==> config.mk <==
export PLATFORM = sky130hd
export DESIGN_NAME = tdr_ctrl
export DESIGN_NICKNAME = d
export VERILOG_FILES = /design/src/rtl/tdr_pkg.sv /design/src/rtl/tdr_cfg_reg.sv /design/src/rtl/tdr_policy.sv /design/src/rtl/tdr_txn_fsm.sv /design/src/rtl/tdr_ctrl.sv
export SDC_FILE = /design/constraint.sdc
export NUM_CORES = 1
export LEC_CHECK = 0
export ABC_AREA = 1
export BUFFER_PORTS_ARGS = -buffer_cell sky130_fd_sc_hd__buf_2
export CORE_AREA = 2 2 39 41
export CTS_BUF_LIST = sky130_fd_sc_hd__clkbuf_8
export CTS_CLUSTER_SIZE = 8
export DETAILED_ROUTE_END_ITERATION = 10
export DIE_AREA = 0 0 41 43
export HOLD_SLACK_MARGIN = 0.05
export PLACE_DENSITY_LB_ADDON = 0.25
export SYNTH_ARGS = -nofsm -noshare
export SYNTH_HDL_FRONTEND = slang
export SYNTH_HIERARCHICAL = 1
export SYNTH_SLANG_ARGS = --single-unit
export TNS_END_PERCENT = 5
==> constraint.sdc <==
create_clock -name clk -period 0.8 [get_ports clk]
set_clock_uncertainty 0.05 [all_clocks]
set_input_delay 0.24 -clock clk [delete_from_list [all_inputs] [get_ports clk]]
set_output_delay 0.24 -clock clk [all_outputs]
set_load 0.005 [all_outputs]
==> src/rtl/tdr_pkg.sv <==
package tdr_pkg;

    localparam int CTRL_W = 4;

    typedef struct packed {
        logic wbuf;
        logic retry_en;
        logic single_rd;
        logic single_wr;
    } ctrl_t;

    typedef enum logic [1:0] {
        PH_IDLE  = 2'd0,
        PH_BURST = 2'd1,
        PH_DISC  = 2'd2,
        PH_RETRY = 2'd3
    } phase_t;

    // Policy for a new transaction: retry wins over disconnect.
    function automatic phase_t pick_phase(ctrl_t c, logic wr, logic pend);
        phase_t p;
        if (c.retry_en && pend)
            p = PH_RETRY;
        else if (wr ? c.single_wr : c.single_rd)
            p = PH_DISC;
        else
            p = PH_BURST;
        return p;
    endfunction

endpackage

==> src/rtl/tdr_cfg_reg.sv <==
module tdr_cfg_reg
    import tdr_pkg::*;
(
    input  logic              clk,
    input  logic              rst,
    input  logic              we,
    input  logic [CTRL_W-1:0] wdata,
    output ctrl_t             ctrl
);
    always_ff @(posedge clk) begin
        if (rst)
            ctrl <= '0;
        else if (we)
            ctrl <= ctrl_t'(wdata);
    end
endmodule

==> src/rtl/tdr_policy.sv <==
module tdr_policy
    import tdr_pkg::*;
(
    input  ctrl_t  ctrl,
    input  logic   wr,
    input  logic   pend,
    output phase_t phase
);
    always_comb phase = pick_phase(ctrl, wr, pend);
endmodule

==> src/rtl/tdr_txn_fsm.sv <==
module tdr_txn_fsm
    import tdr_pkg::*;
(
    input  logic   clk,
    input  logic   rst,
    input  logic   start,
    input  phase_t next_phase,
    input  logic   first_data,
    input  logic   frame_end,
    output logic   stop_req,
    output logic   retry_req
);
    phase_t phase;
    logic   data_seen;

    always_ff @(posedge clk) begin
        if (rst) begin
            phase     <= PH_IDLE;
            data_seen <= 1'b0;
        end else if (phase == PH_IDLE) begin
            data_seen <= 1'b0;
            if (start)
                phase <= next_phase;
        end else begin
            if (first_data)
                data_seen <= 1'b1;
            if (frame_end) begin
                phase     <= PH_IDLE;
                data_seen <= 1'b0;
            end
        end
    end

    always_comb begin
        retry_req = (phase == PH_RETRY);
        stop_req  = retry_req ||
                    ((phase == PH_DISC) && (first_data || data_seen));
    end
endmodule

==> src/rtl/tdr_ctrl.sv <==
module tdr_ctrl
    import tdr_pkg::*;
(
    input  logic              clk,
    input  logic              rst,
    input  logic              cfg_we,
    input  logic [CTRL_W-1:0] cfg_wdata,
    output logic [CTRL_W-1:0] cfg_rdata,
    input  logic              txn_start,
    input  logic              txn_write,
    input  logic              first_data,
    input  logic              frame_end,
    input  logic              outbound_pending,
    output logic              stop_req,
    output logic              retry_req,
    output logic              wbuf_en
);
    ctrl_t  ctrl;
    phase_t next_phase;

    tdr_cfg_reg u_cfg (
        .clk   (clk),
        .rst   (rst),
        .we    (cfg_we),
        .wdata (cfg_wdata),
        .ctrl  (ctrl)
    );

    tdr_policy u_pol (
        .ctrl  (ctrl),
        .wr    (txn_write),
        .pend  (outbound_pending),
        .phase (next_phase)
    );

    tdr_txn_fsm u_fsm (
        .clk        (clk),
        .rst        (rst),
        .start      (txn_start),
        .next_phase (next_phase),
        .first_data (first_data),
        .frame_end  (frame_end),
        .stop_req   (stop_req),
        .retry_req  (retry_req)
    );

    assign cfg_rdata = CTRL_W'(ctrl);
    assign wbuf_en   = ctrl.wbuf;
endmodule

==> out/metrics.cfg <==
[worst_setup_path]
cp.depth = 3
crit_arrival_ns = 0.80
worstPathCellList = o21ai_1 > nand2_1 > buf_2
crit_buf_inv = 1
crit_family = flip-flops
worstPathMaxFanout = 2
crit_path_end_kind = primary output
crit_path_max_incr_delay_ns = 0.30
crit_path_start_kind = register
criticalPathCategory = reg -> out
cp.required_ns = 0.51
critPathSlowestCell = dfxtp_1
ff2ff_path_depth = 7

[timing]
setup_violations = 9
layout_setup_ws_ns = -0.287
fmax_mhz = 920
final.setup.tns_ns = -1.35
worst_pin_slew_ns = 0.129
slew_violations = 0
relSlewSlack_pct = 91.4
worst_hold_slack_ns = 0.210
fin_crit_ns = 1.09
rsz0062_at_grt = yes
period_share_pct = 136
hold_violations = 0

[clock_tree]
clk_pin_slew_ns = 0.04
cts_root_buf = clkbuf_8
cts_buffers = 3
cts_tree = yes
cts_setup_buffers = 0
insertion_delay_ns = 0.22
holdBufCountCts = 0
cts.sinks = 7
htree_levels = 1
clockBufferDepth = 2

[placement]
gp_congestion = 0.683
post-dp-hpwl_um = 558
pre_cts_ws_ns = -0.112
io_buffers = 18

[synth]
avgSynthCellArea_um2 = 6.26
synth-seq-cells = 7
synthSimpleGateAreaFrac_pct = 43.1
synth.cell_area_um2 = 369
synth.mux.area_fraction_pct = 0
yosysWarnings = 6
synth_xor_area_share_pct = 0
synth_cells = 59
synth_fa_ha_area_share_pct = 0
yosysSeqAreaShare_pct = 38.0
synth_top_family_by_area = simple AND/OR/NAND/NOR gates
synth_fp_nets = 71
synth_compound_area_share_pct = 2.71
synth_cell_types = 11

[global_route]
overflow = 0
met3_usage_pct = 3.14
grt-busiest-layer = met2
grt_max_degree = 9
grt_pass1_vias = 326
grt_use_total_pct = 10.1
gr-usage-met1_pct = 12.6
grt_pass1_wl_um = 1170
use_met2_pct = 13.4
antenna_found_initial = 0

[final_layout]
final_util_pct = 39.2
drive_gt1_share_pct = 46.9
syn_to_final_growth_pct = 47.1
num_antenna_cells = 0
fillers = 151
final_nets = 94

[hold_path]
hold_path_depth = 3
min_path_type = in -> reg

[floorplan]
die_y_um = 43
core_area_um2 = 1380
pin_count = 19
die_w_um = 41
die_area_um2 = 1760
std_cell_rows = 14
start_util_pct = 26.7

[status]
violations = setup timing
status = finished with violations

[power]
leakagePower_uw = 0.000324
peakVddDrop_uv = 1220
power_density_nw_per_um2 = 1890

[routing]
vias_per_cell = 4.01
drt_first_pass_iters = 4
wirelength_um = 694
dr.first_iter.drc_count = 6
avgRoutedWirePerCell_um = 7.15
ant_nets = 0
vias = 389
drc = 0

[flow_run]
drv_cap = 0

kinds of logic after synthesis:
logic type / Yosys count
AOI/OAI and AO/OA: 2
DFF: 7
and+or+nand+nor: 37
buffers and inverters: 13
placed cells by master (no fill, tap or decap):
cell	n
buf_2	17
nand2_1	17
inv_1	10
nor2_1	10
dfxtp_2	6
nand3_1	4
clkbuf_8	3
nor2_2	3
inv_2	2
nand2_2	2
buf_4	2
buf_6	1
o21ai_1	1
nor2_4	1
o21ai_2	1
dfxtp_1	1
stage by stage:
stage               cell area (um2)  total power (uW)  instances
floorplan                       372               486         59
global placement                478               552         93
detailed placement              478               552         93
CTS                             533              1050         97
global route                    543              1100         97
finish                          543              1030         97
path summary, 6_finish.rpt:
kind	from	end	slack [ns]
worst max register to register	u_cfg/ctrl[0]	u_fsm/phase[0]	-0.05
worst max-delay path	u_fsm/data_seen	stop_req	-0.29
worst min-delay path	txn_start	u_fsm/phase[1]	0.21
worst min register to register	u_cfg/ctrl[3]	u_cfg/ctrl[3]	0.43
worst reg2reg max path, cell delays in order, from the launching register on:
cell and delay, ns:
dfxtp_2 0.34, inv_1 0.04, nand2_1 0.05, nand3_1 0.06, inv_1 0.05, nor2_1 0.03, nand3_1 0.06, nand2_1 0.05
final cells by class:
cell class	instances	area [um2]	share of cell area [%]
Clock inverter	1	3.75	0.691
Multi-Input combinational cell	39	178	32.7
Inverter	11	41.3	7.60
Tap cell	16	20.0	3.69
Timing Repair Buffer	20	111	20.5
Clock buffer	3	41.3	7.60
Sequential cell	7	148	27.2
synth_stat cells:
cell     count  area (um2)
nand2_1     19        71.3
buf_4        1        7.51
dfxtp_1      7         140
inv_2        1        3.75
nand3_1      4        20.0
buf_6        1        11.3
o21ai_1      2        10.0
nor2_1      10        37.5
nor2_4       1        11.3
nor2_2       3        18.8
inv_1       10        37.5
per-layer routing:
layer / part of all wire [%] / up-vias / routed length, um
met5: 0 / - / 0
met4: 0 / 0 / 0
met3: 6.8 / 0 / 47
met2: 47 / 11 / 325
met1: 46 / 164 / 322
li1: - / 214 / -
power by group:
part	total, uW	internal [uW]	switching, uW
Sequential	397	379	17.8
Combinational	158	78.5	80.0
Clock	473	331	142
flip-flops by register name, indices dropped and copies added, names as in the netlist:
signal,cells
u_cfg/ctrl,4
u_fsm/data_seen,1
u_fsm/phase,2
what timing repair did:
item / in CTS / in global routing
setup endpoints to repair: 10 / 10
pin swaps: 1 / 1
gates resized for setup: 5 / 4
Power figures use the tool's default switching activity.
